File: src/rtl/uart_irq_pkg.sv
package uart_irq_pkg;

  localparam logic [3:0] CODE_NONE  = 4'h1;
  localparam logic [3:0] CODE_LINE  = 4'h6;
  localparam logic [3:0] CODE_TMO   = 4'hC;
  localparam logic [3:0] CODE_RXD   = 4'h4;
  localparam logic [3:0] CODE_THRE  = 4'h2;
  localparam logic [3:0] CODE_MODEM = 4'h0;

  // enable register bit positions
  localparam int EN_RX    = 0;
  localparam int EN_TX    = 1;
  localparam int EN_LINE  = 2;
  localparam int EN_MODEM = 3;

  typedef struct packed {
    logic ierLoad;
    logic pendSet;
    logic pendClr;
  } ctrlStrobes_t;

endpackage

File: src/rtl/uart_irq_ctrl.sv
module uart_irq_ctrl
  import uart_irq_pkg::*;
(
  input  logic         clk,
  input  logic         rstN,
  input  logic         ierWrEn,
  input  logic         iirRdEn,
  input  logic         txEmpty,
  output ctrlStrobes_t strobes
);

  logic txEmptyQ;

  always_ff @(posedge clk) begin
    if (!rstN) txEmptyQ <= 1'b1;
    else       txEmptyQ <= txEmpty;
  end

  always_comb begin
    strobes.ierLoad = ierWrEn;
    // arm on the empty edge or on an enable write while empty
    strobes.pendSet = (txEmpty && !txEmptyQ) || (ierWrEn && txEmpty);
    strobes.pendClr = iirRdEn || !txEmpty;
  end

endmodule

File: src/rtl/uart_irq_dp.sv
module uart_irq_dp
  import uart_irq_pkg::*;
#(
  parameter int CNT_W = 5
) (
  input  logic             clk,
  input  logic             rstN,
  input  ctrlStrobes_t     strobes,
  input  logic [7:0]       wrData,
  input  logic [3:0]       lineErr,
  input  logic             dataReady,
  input  logic             fifoEn,
  input  logic [CNT_W-1:0] rxCount,
  input  logic [CNT_W-1:0] trigLevel,
  input  logic             timeoutPend,
  input  logic [3:0]       modemDelta,
  output logic [7:0]       ierOut,
  output logic [7:0]       iirOut,
  output logic             irqOut
);

  logic [3:0] ierQ;
  logic       threPend;
  logic [3:0] codeNext;
  logic       rxSrc;
  logic [3:0] codeQ;
  logic       fifoQ;

  always_ff @(posedge clk) begin
    if (!rstN) begin
      ierQ     <= '0;
      threPend <= 1'b0;
    end else begin
      if (strobes.ierLoad) ierQ <= wrData[3:0];
      if (strobes.pendSet)      threPend <= 1'b1;
      else if (strobes.pendClr) threPend <= 1'b0;
    end
  end

  always_comb begin
    rxSrc = dataReady && (!fifoEn || (rxCount >= trigLevel));
    codeNext = CODE_NONE;
    if (ierQ[EN_LINE] && |lineErr)          codeNext = CODE_LINE;
    else if (ierQ[EN_RX] && timeoutPend)    codeNext = CODE_TMO;
    else if (ierQ[EN_RX] && rxSrc)          codeNext = CODE_RXD;
    else if (ierQ[EN_TX] && threPend)       codeNext = CODE_THRE;
    else if (ierQ[EN_MODEM] && |modemDelta) codeNext = CODE_MODEM;
  end

  always_ff @(posedge clk) begin
    if (!rstN) begin
      codeQ  <= CODE_NONE;
      fifoQ  <= 1'b0;
      irqOut <= 1'b0;
    end else begin
      codeQ  <= codeNext;
      fifoQ  <= fifoEn;
      irqOut <= (codeNext != CODE_NONE);
    end
  end

  assign ierOut = {4'b0000, ierQ};
  assign iirOut = {{2{fifoQ}}, 2'b00, codeQ};

endmodule

File: src/rtl/uart_irq_ident.sv
module uart_irq_ident
  import uart_irq_pkg::*;
#(
  parameter int FIFO_DEPTH = 16,
  localparam int CNT_W = $clog2(FIFO_DEPTH + 1)
) (
  input  logic             clk,
  input  logic             rstN,
  input  logic             ierWrEn,
  input  logic [7:0]       wrData,
  input  logic             iirRdEn,
  input  logic [3:0]       lineErr,
  input  logic             dataReady,
  input  logic             fifoEn,
  input  logic [CNT_W-1:0] rxCount,
  input  logic [CNT_W-1:0] trigLevel,
  input  logic             timeoutPend,
  input  logic             txEmpty,
  input  logic [3:0]       modemDelta,
  output logic [7:0]       ierOut,
  output logic [7:0]       iirOut,
  output logic             irqOut
);

  ctrlStrobes_t strobes;

  uart_irq_ctrl u_ctrl (
    .clk(clk), .rstN(rstN), .ierWrEn(ierWrEn), .iirRdEn(iirRdEn),
    .txEmpty(txEmpty), .strobes(strobes)
  );

  uart_irq_dp #(.CNT_W(CNT_W)) u_dp (
    .clk(clk), .rstN(rstN), .strobes(strobes), .wrData(wrData),
    .lineErr(lineErr), .dataReady(dataReady), .fifoEn(fifoEn),
    .rxCount(rxCount), .trigLevel(trigLevel), .timeoutPend(timeoutPend),
    .modemDelta(modemDelta), .ierOut(ierOut), .iirOut(iirOut),
    .irqOut(irqOut)
  );

endmodule

File: config.mk
export PLATFORM = sky130hd
export DESIGN_NAME = uart_irq_ident
export DESIGN_NICKNAME = d
export VERILOG_FILES = /design/src/rtl/uart_irq_pkg.sv /design/src/rtl/uart_irq_ctrl.sv /design/src/rtl/uart_irq_dp.sv /design/src/rtl/uart_irq_ident.sv
export SDC_FILE = /design/constraint.sdc
export NUM_CORES = 1
export LEC_CHECK = 0
export CORE_MARGIN = 8
export CORE_UTILIZATION = 36
export CTS_BUF_LIST = sky130_fd_sc_hd__clkbuf_2
export DETAILED_ROUTE_END_ITERATION = 6
export PLACE_DENSITY = 0.95
export SLEW_MARGIN = 20
export SYNTH_ARGS = -nofsm -noshare
export SYNTH_HDL_FRONTEND = slang
export SYNTH_SLANG_ARGS = --single-unit
File: constraint.sdc
create_clock -name clk -period 2.8 [get_ports clk]
set_input_delay 0.56 -clock clk [delete_from_list [all_inputs] [get_ports clk]]
set_output_delay 0.56 -clock clk [all_outputs]
set_load 0.1 [all_outputs]
==> flow_metrics.py <==
metrics = {
    "synth": {
        "synth_fa_ha_area_frac": 0.0984,
        "yosysSeqAreaShare": 0.378,
        "synth_warnings": 0,
        "synth_top_family_by_area": "compound AO/OA/AOI/OAI gates",
        "syn-instance-count": 67,
        "ys_types": 23,
        "synthXorXnorAreaFrac": 0,
        "synthMuxAreaShare": 0.0630,
        "syn_area_per_cell_um2": 9.49,
        "netlist_area_um2": 636,
        "yosys_register_bits": 12,
        "synth_compound_area_frac": 0.187,
        "synthSimpleGateAreaFrac": 0.114,
    },
    "min_path": {
        "hp-start": "u_ctrl.txEmptyQ",
        "hold_path_class": "flop to flop",
        "hold_end": "u_dp.threPend",
        "hold_depth": 1,
    },
    "critical_path": {
        "r2r_slack_ns": 1.80,
        "r2r-end": "u_dp.codeQ[0]",
        "criticalPathCategory": "input port to flop",
        "start_kind": "input port",
        "crit_fanout": 4,
        "cp.required_ns": 2.99,
        "worstSetupEndpointType": "flop",
        "cp_data_arrival_time_ns": 2.12,
        "rr_worst_depth": 3,
        "timing.rr.start": "u_dp.ierQ[0]",
    },
    "power_and_ir_drop": {
        "p_comb_frac": 0.432,
        "power.share.clock": 0.174,
        "p_leak_nw": 0.475,
        "p_sw_frac": 0.414,
        "p_total_mw": 0.475,
        "p_per_area_nw_per_um2": 473,
        "p_int_mw": 0.278,
        "ir_drop_mv": 0.296,
        "seqPwrFrac": 0.393,
        "p_switching_mw": 0.196,
    },
    "finish": {
        "antenna_cells": 0,
        "syn2layout_area_growth_pct": 57.9,
        "nets": 147,
        "post-route-util": 0.594,
        "seqCellArea_um2": 240,
        "multiInputGateArea_um2": 317,
        "num-fill-cells": 155,
        "fin_cells": 124,
        "drive_gt1_frac": 0.178,
    },
    "routing": {
        "drtIter0Drc": 4,
        "totalWireLength_um": 1650,
        "routedWlPerCell_um": 13.3,
        "avgViaCountPerCell": 4.69,
        "remaining_drc_errors": 0,
        "ant_nets": 0,
        "firstDrtPassIters": 3,
        "via_count": 582,
    },
    "cts": {
        "cts_buffers": 3,
        "root_buffer": "clkbuf_2",
        "cts_hold_buf": 0,
        "cts_max_path_buffers": 2,
        "clkTransAtPathRegs_ns": 0.11,
        "cts_setup_buffers": 0,
        "clock-sinks": 12,
        "clock_latency_ns": 0.26,
        "cts_resized": 0,
        "cts_max_level": 1,
        "cts_tree": "done",
    },
    "floorplan": {
        "core_um2": 1690,
        "die_area_um2": 3370,
        "io_pins": 51,
        "fp-row-count": 15,
        "die_w_um": 58.0,
        "start_util": 0.376,
        "die_height_um": 58.0,
    },
    "sta": {
        "fin_worst_skew_ns": 0.0142,
        "hold_viol_final": 0,
        "fmax_mhz": 519,
        "finalSetupViolCount": 0,
        "tns_ns": 0,
        "whs_ns": 0.465,
        "rsz0062_at_grt": "false",
        "period_share": 0.689,
        "report.final.slew_viol_count": 0,
        "fin_crit_ns": 1.93,
    },
    "global_route": {
        "grt_pass1_wl_um": 2700,
        "grt_start_max_net_pins": 8,
        "grt_overflow": 0,
        "antenna_found_initial": 0,
        "grtUsageTotal": 0.103,
        "grt_pass1_vias": 620,
    },
    "run": {
        "drv_cap": 0,
    },
    "placement": {
        "routabilityCongestion": 0.692,
        "hpwlAfterDp_um": 1460,
        "io_buffers": 40,
        "place_inst": 120,
    },
    "run_status": {
        "status": "complete, no violations",
    },
}
==> state kept, by name, indices dropped and copies added, names as in the netlist <==
signal,cells
u_dp.fifoQ,1
u_dp.threPend,1
u_dp.codeQ,4
u_ctrl.txEmptyQ,1
u_dp.irqOut,1
u_dp.ierQ,4
==> worst max-delay path, stage by stage <==
cell and delay [ns]:
clkdlybuf4s50_1 0.45, inv_1 0.04, ha_1 0.29, nand2b_1 0.16, a31oi_2 0.21, o221ai_2 0.17
o31ai_2 0.23
==> Yosys cell counts (all sizes together) <==
cell type | n | area [um^2]
a21o | 1 | 7.51
a211oi | 1 | 20.0
nand2b | 3 | 18.8
o31ai | 1 | 12.5
nor2 | 5 | 18.8
nand2 | 5 | 18.8
nor3 | 1 | 5.00
inv | 9 | 33.8
ha | 5 | 62.6
mux2i | 4 | 40.0
conb | 1 | 3.75
buf | 8 | 60.1
clkbuf | 1 | 3.75
o41ai | 2 | 25.0
a31oi | 2 | 18.8
nand3 | 1 | 5.00
nand4 | 1 | 6.26
o21ai | 1 | 5.00
o21a | 2 | 15.0
dfxtp | 12 | 240
o221ai | 1 | 15.0
==> worst max-delay path by stage <==
| stage | slack [ns] | end | start |
|---|---|---|---|
| 6_report | 0.87 | u_dp.codeQ[1] | rxCount[0] |
| 5_1_grt | 0.81 | u_dp.codeQ[1] | rxCount[0] |
| 4_1_cts | 0.88 | u_dp.codeQ[1] | rxCount[0] |
| 3_5_place_dp | 0.59 | u_dp.irqOut | rxCount[0] |
| 3_3_place_gp | 0.62 | u_dp.irqOut | rxCount[0] |
| 2_1_floorplan | 1.13 | u_dp.codeQ[0] | u_dp.ierQ[0] |
==> layout make-up <==
cell class              count  share of cell area
clock inverters             1             0.00374
multi-input cells          42               0.315
inverters                   9              0.0337
well taps                  17              0.0212
flip-flops and latches     12               0.239
clock buffers               3              0.0150
repair buffers             40               0.372
==> kinds of logic (layout without fill, tap and decap cells) <==
family                     count (synthesis)  count (layout)
other                                      1               6
adders and majority gates                  5               5
buffers and inverters                     18              53
AOI/OAI and AO/OA                         11              11
DFF                                       12              12
and+or+nand+nor                           16              16
muxes                                      4               4
==> placed cells by master (no fill, tap or decap) <==
cell / netlist / final
dfxtp_1: 12 / 12
nand4_1: 1 / 1
o21ai_1: 1 / 1
a211oi_4: 1 / 1
clkinv_1: 0 / 1
inv_1: 9 / 9
o41ai_2: 1 / 1
nor3_1: 1 / 1
nand2_1: 5 / 5
buf_4: 8 / 11
o31ai_2: 1 / 1
mux2i_1: 4 / 4
o21a_1: 2 / 2
a31oi_1: 1 / 1
nand3_1: 1 / 1
conb_1: 1 / 6
nor2_1: 5 / 5
a31oi_2: 1 / 1
clkdlybuf4s50_1: 0 / 29
o41ai_1: 1 / 1
clkbuf_2: 0 / 3
nand2b_1: 3 / 3
ha_1: 5 / 5
o221ai_2: 1 / 1
a21o_1: 1 / 1
==> power by group through the flow <==
stage | sequential [mW] | combinational (mW) | clock [mW]
after global placement | 0.190 | 0.202 | 0
after floorplan | 0.249 | 0.0905 | 0
final | 0.187 | 0.205 | 0.0827
after global routing | 0.188 | 0.215 | 0.0955
after detailed placement | 0.190 | 0.205 | 0
after CTS | 0.187 | 0.206 | 0.0871
==> metrics by stage <==
stage                     cell area (um^2)  setup WS (ns)
after CTS                             1000          0.882
after global placement                 985          0.617
after global routing                  1000          0.812
after detailed placement               985          0.587
after floorplan                        654           1.13
final                                 1000          0.871
==> layer usage <==
layer	wire [um]	vias up	GRT usage
li1	-	293	-
met1	598	260	0.0990
met2	879	27	0.183
met3	154	2	0.0574
met4	19	0	0.0315
met5	0	-	0
Power figures use the tool's default switching activity.
